===== src/rtl/sdma_addr_engine.sv =====
module sdma_addr_engine #(
  parameter int BND_BASE = 12,
  parameter int BND_W    = 3
) (
  input  logic        clk,
  input  logic        rst_n,
  input  logic        wr_en,
  input  logic        wr_sel,
  input  logic [3:0]  wr_be,
  input  logic [31:0] wr_data,
  input  logic        rd_sel,
  output logic [31:0] rd_data,
  input  logic        start,
  input  logic        cont_req,
  input  logic        word_valid,
  output logic        word_ready,
  output logic [31:0] word_addr,
  output logic [12:0] blk_bytes,
  output logic        paused,
  output logic        dma_irq,
  output logic        busy
);
  localparam int WPB_W = 11;

  logic [31:0]      addr_q;
  logic [15:0]      bsz_q, cnt_q;
  logic [WPB_W-1:0] wib_q;
  logic             busy_q, paused_q, irq_q;

  logic [BND_W-1:0] bnd_sel;
  logic [31:0]      bnd_mask, addr_nx;
  logic [WPB_W-1:0] wpb;
  logic             acc, last_word, fin, hit, resume, go, addr_wr_ok;

  assign blk_bytes  = {bsz_q[15], bsz_q[11:0]};
  assign bnd_sel    = bsz_q[BND_BASE +: BND_W];
  assign bnd_mask   = (32'd1 << (BND_BASE + int'(bnd_sel))) - 32'd1;
  assign wpb        = (blk_bytes[12:2] == '0) ? WPB_W'(1) : blk_bytes[12:2];
  assign word_ready = busy_q & ~paused_q;
  assign acc        = word_valid & word_ready;
  assign addr_nx    = addr_q + 32'd4;
  assign last_word  = (wib_q + WPB_W'(1)) == wpb;
  assign fin        = acc & last_word & (cnt_q == 16'd1);
  assign hit        = acc & ~fin & ((addr_nx & bnd_mask) == '0);
  assign resume     = paused_q & (cont_req | (wr_en & ~wr_sel & wr_be[3]));
  assign go         = start & ~busy_q & (cnt_q != '0);
  assign addr_wr_ok = ~busy_q | paused_q;

  assign word_addr = addr_q;
  assign paused    = paused_q;
  assign dma_irq   = irq_q;
  assign busy      = busy_q;
  assign rd_data   = rd_sel ? {cnt_q, bsz_q} : addr_q;

  always_ff @(posedge clk) begin
    if (!rst_n) begin
      addr_q   <= '0;
      bsz_q    <= '0;
      cnt_q    <= '0;
      wib_q    <= '0;
      busy_q   <= 1'b0;
      paused_q <= 1'b0;
      irq_q    <= 1'b0;
    end else begin
      irq_q <= hit;

      if (acc)
        addr_q <= addr_nx;
      else if (wr_en && !wr_sel && addr_wr_ok)
        for (int b = 0; b < 4; b++)
          if (wr_be[b]) addr_q[8*b +: 8] <= wr_data[8*b +: 8];

      if (wr_en && wr_sel && !busy_q) begin
        for (int b = 0; b < 2; b++)
          if (wr_be[b]) bsz_q[8*b +: 8] <= wr_data[8*b +: 8];
        for (int b = 0; b < 2; b++)
          if (wr_be[b+2]) cnt_q[8*b +: 8] <= wr_data[16+8*b +: 8];
      end else if (acc && last_word) begin
        cnt_q <= cnt_q - 16'd1;
      end

      if (go)
        wib_q <= '0;
      else if (acc)
        wib_q <= last_word ? '0 : wib_q + WPB_W'(1);

      if (go)       busy_q <= 1'b1;
      else if (fin) busy_q <= 1'b0;

      if (hit)         paused_q <= 1'b1;
      else if (resume) paused_q <= 1'b0;
    end
  end

  a_r3_pause_at_boundary: assert property (@(posedge clk) disable iff (!rst_n)
    $rose(paused_q) |-> ((addr_q & bnd_mask) == '0));
  a_r3_no_accept_paused: assert property (@(posedge clk) disable iff (!rst_n)
    paused_q |-> !word_ready);
  a_r4_irq_with_pause: assert property (@(posedge clk) disable iff (!rst_n)
    irq_q |-> $rose(paused_q));
  a_r4_irq_single: assert property (@(posedge clk) disable iff (!rst_n)
    irq_q |=> !irq_q);
  a_r2_step: assert property (@(posedge clk) disable iff (!rst_n)
    acc |=> addr_q == $past(addr_q) + 32'd4);
  a_r6_addr_hold: assert property (@(posedge clk) disable iff (!rst_n)
    (busy_q && !paused_q && !acc) |=> $stable(addr_q));
  a_r8_done_count: assert property (@(posedge clk) disable iff (!rst_n)
    $fell(busy_q) |-> (cnt_q == '0));
endmodule


===== config.mk =====
export PLATFORM = sky130hd
export DESIGN_NAME = sdma_addr_engine
export DESIGN_NICKNAME = d
export VERILOG_FILES = /design/src/rtl/sdma_addr_engine.sv
export SDC_FILE = /design/constraint.sdc
export NUM_CORES = 1
export LEC_CHECK = 0
export BUFFER_PORTS_ARGS = -buffer_cell sky130_fd_sc_hd__buf_2
export CAP_MARGIN = 20
export CORE_MARGIN = 2
export CORE_UTILIZATION = 45
export DETAILED_ROUTE_END_ITERATION = 8
export PLACE_DENSITY = 0.78
export SETUP_SLACK_MARGIN = 0.1
export SLEW_MARGIN = 20
export SYNTH_ARGS = -nofsm -noshare
export SYNTH_HDL_FRONTEND = slang
export SYNTH_SLANG_ARGS = --single-unit

===== constraint.sdc =====
create_clock -name clk -period 2.6 [get_ports clk]
set_input_delay 0.39 -clock clk [delete_from_list [all_inputs] [get_ports clk]]
set_output_delay 0.39 -clock clk [all_outputs]
set_load 0.02 [all_outputs]

==> results_dict.tcl, run 1 <==
set metrics [dict create \
    cts-root-buf "clkbuf_16" \
    violations "design-rule violations" \
    placed_area_mm2 0.00632 \
    vias_per_cell 6.22 \
    clock_sink_count 78 \
    r2r-start "wib_q[0]$_SDFFE_PP0P_" \
    instances_no_fill 999 \
    p_leak_uw 0.00276 \
    synthesis.area_mm2 0.00536 \
    synth_area_per_cell_um2 7.40 \
    synthFlopType "dfxtp_1" \
    vdd_drop_max_uv 365 \
    cts_inserted_buffers 9 \
    fp.coreArea_mm2 0.0115 \
    dr.pass1.iters 8 \
    hp-class "input pin to flip-flop" \
    layout_commonest_cell "buf_2" \
    grt-ovfl-total 0 \
    setup.worst_path.end_class "flip-flop" \
    place_hpwl_um 13200 \
    antenna_found_initial 0 \
    numPortBuffers 124 \
    gp_congestion 0.954 \
    drt_iter0_markers 541 \
    place_ws_ns -0.0392 \
    diodes 0 \
    ys_warn_count 0 \
    clock-skew-final_ns 0.00748 \
    synthCells 725 \
    final_core_util 0.587 \
    fin_crit_ns 2.46 \
    hold_violations 0 \
    finalWorstSetupSlack_ns 0.141 \
    post-route-period-util 0.946 \
    whs_ns 0.290 \
    maxSlewViolCount 0 \
    ioPinCount 125 \
    start_util 0.466 \
    worstSetupStartpoint "wib_q[0]$_SDFFE_PP0P_" \
    dieArea_mm2 0.0128 \
    htreeDepth 3 \
    final_net_count 900 \
    synth_seq_cells 78 \
    row_count 39 \
    grt_pass1_vias 5465 \
    final_area_mm2 0.00676 \
    cp.required_ns 2.84 \
    dp.cells 980 \
    grtUsageTotal 0.272 \
    layout_common_cells "124 x buf_2, 99 x nand2_1, 73 x dfxtp_1, 62 x a21oi_1" \
    cap_violations 0 \
    yosysSeqAreaShare 0.291 \
    async_flop_share 0 \
    max_freq_mhz 407 \
    syn_nets 774 \
    power_density_mw_per_mm2 628 \
    synthDistinctLibCells 71 \
    rsz0062_at_grt "yes" \
    insertion_delay_ns 0.35 \
    slew_headroom 0.634 \
    r2r_slack_ns 0.14 \
    setup_violations 0 \
    dieHeight_um 113 \
    outcome "complete, but fails checks" \
    grt_max_degree 39 \
    crit_type "flip-flop to flip-flop" \
    cts.clk_slew.worst_paths_ns 0.06 \
    clock_path_buffers 2 \
    synth_edf_count 0 \
    drc 3 \
    cp_max_fo 12 \
    routedWlPerCell_um 18.1 \
    drive_gt1_frac 0.314 \
    hold_start "wr_data[0]" \
    worstPathArrival_ns 2.70 \
    grt_pass1_wl_um 28200 \
    synthToLayoutAreaGrowth_pct 26.1 \
    die_x_um 113 \
    critPathLaunchType "flip-flop" \
    tritoncts "built" \
    ant_nets 0 \
    fill_cells 1080 \
    finalWirelength_um 18000 \
    max_slew.worst_pin.slew_ns 0.548 \
    vias 6209 \
]
## Yosys cell counts (6+ instances only)
master | n | share of area
a211oi_1 | 8 | 0.011
a21oi_1 | 63 | 0.059
a221oi_1 | 6 | 0.0098
a22oi_1 | 6 | 0.0084
a31oi_1 | 16 | 0.019
a32oi_1 | 6 | 0.0098
and2_1 | 14 | 0.016
and3_1 | 9 | 0.010
buf_2 | 6 | 0.0056
buf_4 | 16 | 0.022
clkbuf_1 | 42 | 0.029
dfxtp_1 | 78 | 0.29
inv_1 | 16 | 0.011
mux2_2 | 28 | 0.059
nand2_1 | 100 | 0.070
nand3_1 | 29 | 0.027
nand4_1 | 13 | 0.015
nor2_1 | 56 | 0.039
nor3_1 | 23 | 0.021
nor4_1 | 14 | 0.016
o21ai_0 | 51 | 0.048
o32ai_1 | 8 | 0.013
or2_2 | 6 | 0.0070
or3_1 | 12 | 0.014
or4_1 | 7 | 0.0098
xnor2_1 | 8 | 0.013
## sequential cells by signal, indices dropped and copies added, names as in the netlist
signal / cells
dma_irq: 1
wib_q: 11
paused: 1
busy: 1
word_addr: 32
bsz_q: 16
cnt_q: 16
## critical path: stages (launching register included)
cell and delay, ns:
dfxtp_2 0.36, ha_4 0.19, nand3_2 0.14, or2_4 0.30, a211o_1 0.33, a31oi_4 0.24
buf_6 0.17, nor3_4 0.06, buf_4 0.18, o22a_1 0.22, o21a_1 0.16
## per-stage QoR
step           power, uW  setup TNS [ns]
4_1_cts             4180               0
3_3_place_gp        2770               0
5_1_grt             4420               0
3_5_place_dp        2790         -0.0766
2_1_floorplan       2280               0
6_report            4240               0
## layout make-up
| class | count | area (um2) | area share |
|---|---|---|---|
| Multi-Input combinational cell | 563 | 3520 | 0.521 |
| Sequential cell | 78 | 1570 | 0.232 |
| Timing Repair Buffer | 183 | 1100 | 0.163 |
| Clock buffer | 10 | 239 | 0.0354 |
| Tap cell | 143 | 179 | 0.0265 |
| Clock inverter | 6 | 85.1 | 0.0126 |
| Inverter | 16 | 60.1 | 0.00888 |
## routing by layer
layer,global-route usage,wire (um)
met1,0.386,7780
met2,0.418,8130
met3,0.0503,1690
met4,0.0902,447
met5,0,0
## power by group
part	switching [uW]	leakage (uW)	internal, uW
combinational	873	0.00197	590
clock	534	0.000154	864
sequential	104	0.000635	1280
total	1510	0.00276	2730
## timing repair
| item | CTS | global route |
|---|---|---|
| setup buffers | 0 | 3 |
| pin swaps | 0 | 6 |
| endpoints found under the setup margin | 27 | 27 |
| hold buffers | 0 | 0 |
| gates resized for setup | 8 | 16 |
## cells by family (layout without fill, tap and decap cells)
group,after synthesis,after routing,synth area share
DFF,78,78,0.291
adders and majority gates,5,5,0.0117
and+or+nand+nor,305,305,0.284
muxes,30,30,0.0635
xor gates and xnor gates,13,13,0.0212
buffers and inverters,84,215,0.0728
AOI/OAI and AO/OA,210,210,0.255
## final timing paths
check	to	cells after the start
worst max-delay path	cnt_q[4]$_SDFFE_PN0P_	10
worst min-delay path	bsz_q[0]$_SDFFE_PN0P_	3
worst max register to register	cnt_q[4]$_SDFFE_PN0P_	10
worst min register to register	bsz_q[0]$_SDFFE_PN0P_	2
(Power assumes the default switching activity.)
==> inputs of run 2 (changes only) <==
--- a/config.mk
+++ b/config.mk
@@ -6,11 +6,11 @@
 export NUM_CORES = 1
 export LEC_CHECK = 0
 export BUFFER_PORTS_ARGS = -buffer_cell sky130_fd_sc_hd__buf_2
-export CAP_MARGIN = 20
+export CAP_MARGIN = 25
 export CORE_MARGIN = 2
-export CORE_UTILIZATION = 45
+export CORE_UTILIZATION = 50
 export DETAILED_ROUTE_END_ITERATION = 8
-export PLACE_DENSITY = 0.78
+export PLACE_DENSITY = 0.85
 export SETUP_SLACK_MARGIN = 0.1
 export SLEW_MARGIN = 20
 export SYNTH_ARGS = -nofsm -noshare
==> run 2 against run 1 <==
Effect of this change:
- the flow now finishes without violations
- final cell count down 1.0%
- combinational power down 3%
- flip-flop and latch count unchanged
- worst hold slack worse by 0.022 ns
- critical path depth unchanged
- setup slack better by 0.016 ns
- clock power down 22%
- clock skew up 0.0027 ns
- first-iteration DRC count up 23%
- non-clock buffer count down 3
- largest cell class unchanged
==> results_dict.tcl, run 2 (synthesized netlist as in run 1, its figures left out) <==
set metrics [dict create \
    outcome "complete, no violations" \
    insertion_delay_ns 0.37 \
    worstSetupStartpoint "wib_q[0]$_SDFFE_PP0P_" \
    postCtsHoldBufs 0 \
    grt_max_degree 38 \
    crit_path_cell_trace "buf_4 -> nand4_2 -> or3_4 -> a22oi_2 -> buf_4 -> nand3_1 -> nor4_4 -> a211oi_2 -> buf_4 -> a41o_1" \
    drc 0 \
    routedWlPerCell_um 17.7 \
    die_x_um 108 \
    tns_ns 0 \
    cap_violations 0 \
    cts.clk_slew.worst_paths_ns 0.08 \
    cp_max_fo 7 \
    place_hpwl_um 12700 \
    setup_violations 0 \
    rsz0062_at_grt "yes" \
    layout_commonest_cell "buf_2" \
    cts_inserted_buffers 9 \
    slew_headroom 0.567 \
    crit_type "flip-flop to flip-flop" \
    grt-ovfl-total 0 \
    start_util 0.517 \
    maxSlewViolCount 0 \
    fp.coreArea_mm2 0.0104 \
    dieHeight_um 108 \
    critical_path_buf_inv_count 3 \
    htreeDepth 3 \
    ioPinCount 125 \
    fin_crit_ns 2.44 \
    largest_reg_flops 32 \
    setup.worst_path.end_class "flip-flop" \
    max_freq_mhz 409 \
    worst_path_max_delay_cell "or3_4" \
    p_leak_uw 0.00270 \
    antenna_found_initial 0 \
    cts-root-buf "clkbuf_8" \
    dr.pass1.iters 5 \
    clock-skew-final_ns 0.0102 \
    diodes 0 \
    whs_ns 0.268 \
    grt_pass1_wl_um 27700 \
    hold_violations 0 \
    cp_common_cell "buf_4" \
    clock_path_buffers 2 \
    layout_common_cells "124 x buf_2, 98 x nand2_1, 71 x dfxtp_1, 63 x a21oi_1, 55 x nor2_1" \
    cp.required_ns 2.86 \
    hold_start "wr_data[14]" \
    power_density_mw_per_mm2 589 \
    vdd_drop_max_uv 465 \
    final_core_util 0.636 \
    drive_gt1_frac 0.314 \
    grt_pass1_vias 5573 \
    synthToLayoutAreaGrowth_pct 23.1 \
    tritoncts "built" \
    finalWorstSetupSlack_ns 0.157 \
    max_slew.worst_pin.slew_ns 0.649 \
    vias 6219 \
    critPathLaunchType "flip-flop" \
    place_ws_ns -0.0505 \
    cp_top_family "simple AND/OR/NAND/NOR gates" \
    final_net_count 897 \
    dieArea_mm2 0.0116 \
    gp_congestion 0.948 \
    r2r-start "wib_q[0]$_SDFFE_PP0P_" \
    worstPathArrival_ns 2.70 \
    finalWirelength_um 17500 \
    row_count 37 \
    post-route-period-util 0.940 \
    numPortBuffers 124 \
    clock_sink_count 78 \
    hp-class "input pin to flip-flop" \
    drt_iter0_markers 667 \
    grtUsageTotal 0.297 \
    max_stage_delay_ns 0.42 \
    vias_per_cell 6.29 \
    ant_nets 0 \
]
run 2: cell count changes in the layout (fill, tap and decap cells not counted), moves of 2 or more:
cell,previous run,this run
a211oi_2,1,3
buf_12,3,1
clkbuf_16,9,0
clkbuf_8,1,12
clkinvlp_4,2,0
dfxtp_1,73,71
dfxtp_2,5,7
o21ai_0,49,51
o21ai_1,2,0
run 2: worst register-to-register path, stage by stage, from the launching register on:
cell and delay [ns]:
dfxtp_2 0.36, buf_4 0.16, nand4_2 0.16, or3_4 0.42, a22oi_2 0.23, buf_4 0.15, nand3_1 0.12, nor4_4 0.29
a211oi_2 0.09, buf_4 0.16, a41o_1 0.19
run 2: final cells by class:
| cell class | count | area [um2] |
|---|---|---|
| repair buffers | 180 | 1060 |
| flip-flops and latches | 78 | 1570 |
| clock buffers | 13 | 169 |
| well taps | 136 | 170 |
| multi-input cells | 563 | 3510 |
| fillers | 914 | 3770 |
| clock inverters | 3 | 65.1 |
| inverters | 16 | 60.1 |
run 2: layer usage:
layer	routed length [um]	up-vias	global-route usage
met5	0	-	0
met4	393	0	0.103
met3	1990	45	0.0581
met2	7710	386	0.444
met1	7420	2872	0.425
li1	-	2916	-
run 2: worst paths after layout:
kind | end | slack, ns | cells past startpoint
worst max register to register | paused$_SDFFE_PN0P_ | 0.16 | 10
worst max-delay path | paused$_SDFFE_PN0P_ | 0.16 | 10
worst min-delay path | bsz_q[14]$_SDFFE_PN0P_ | 0.27 | 3
worst min register to register | bsz_q[1]$_SDFFE_PN0P_ | 0.47 | 2
run 2: repair_timing:
item,4_1_cts,5_1_grt
setup buffers,0,6
endpoints found under the setup margin,27,32
resized for setup,7,16
pin swaps,2,6
run 2: metrics by stage:
stage / instance area (um2) / instances / total power, uW
3_5_place_dp: 6240 / 967 / 2750
2_1_floorplan: 5390 / 725 / 2280
6_report: 6600 / 989 / 3890
5_1_grt: 6600 / 989 / 4070
3_3_place_gp: 6240 / 967 / 2730
4_1_cts: 6500 / 983 / 3820
run 2: report_power, final:
| part | internal (uW) | leakage, uW | switching [uW] | total, uW |
|---|---|---|---|---|
| clock | 619 | 0.000120 | 468 | 1090 |
| sequential | 1280 | 0.000636 | 114 | 1390 |
| combinational | 563 | 0.00194 | 847 | 1410 |
| total | 2460 | 0.00270 | 1430 | 3890 |
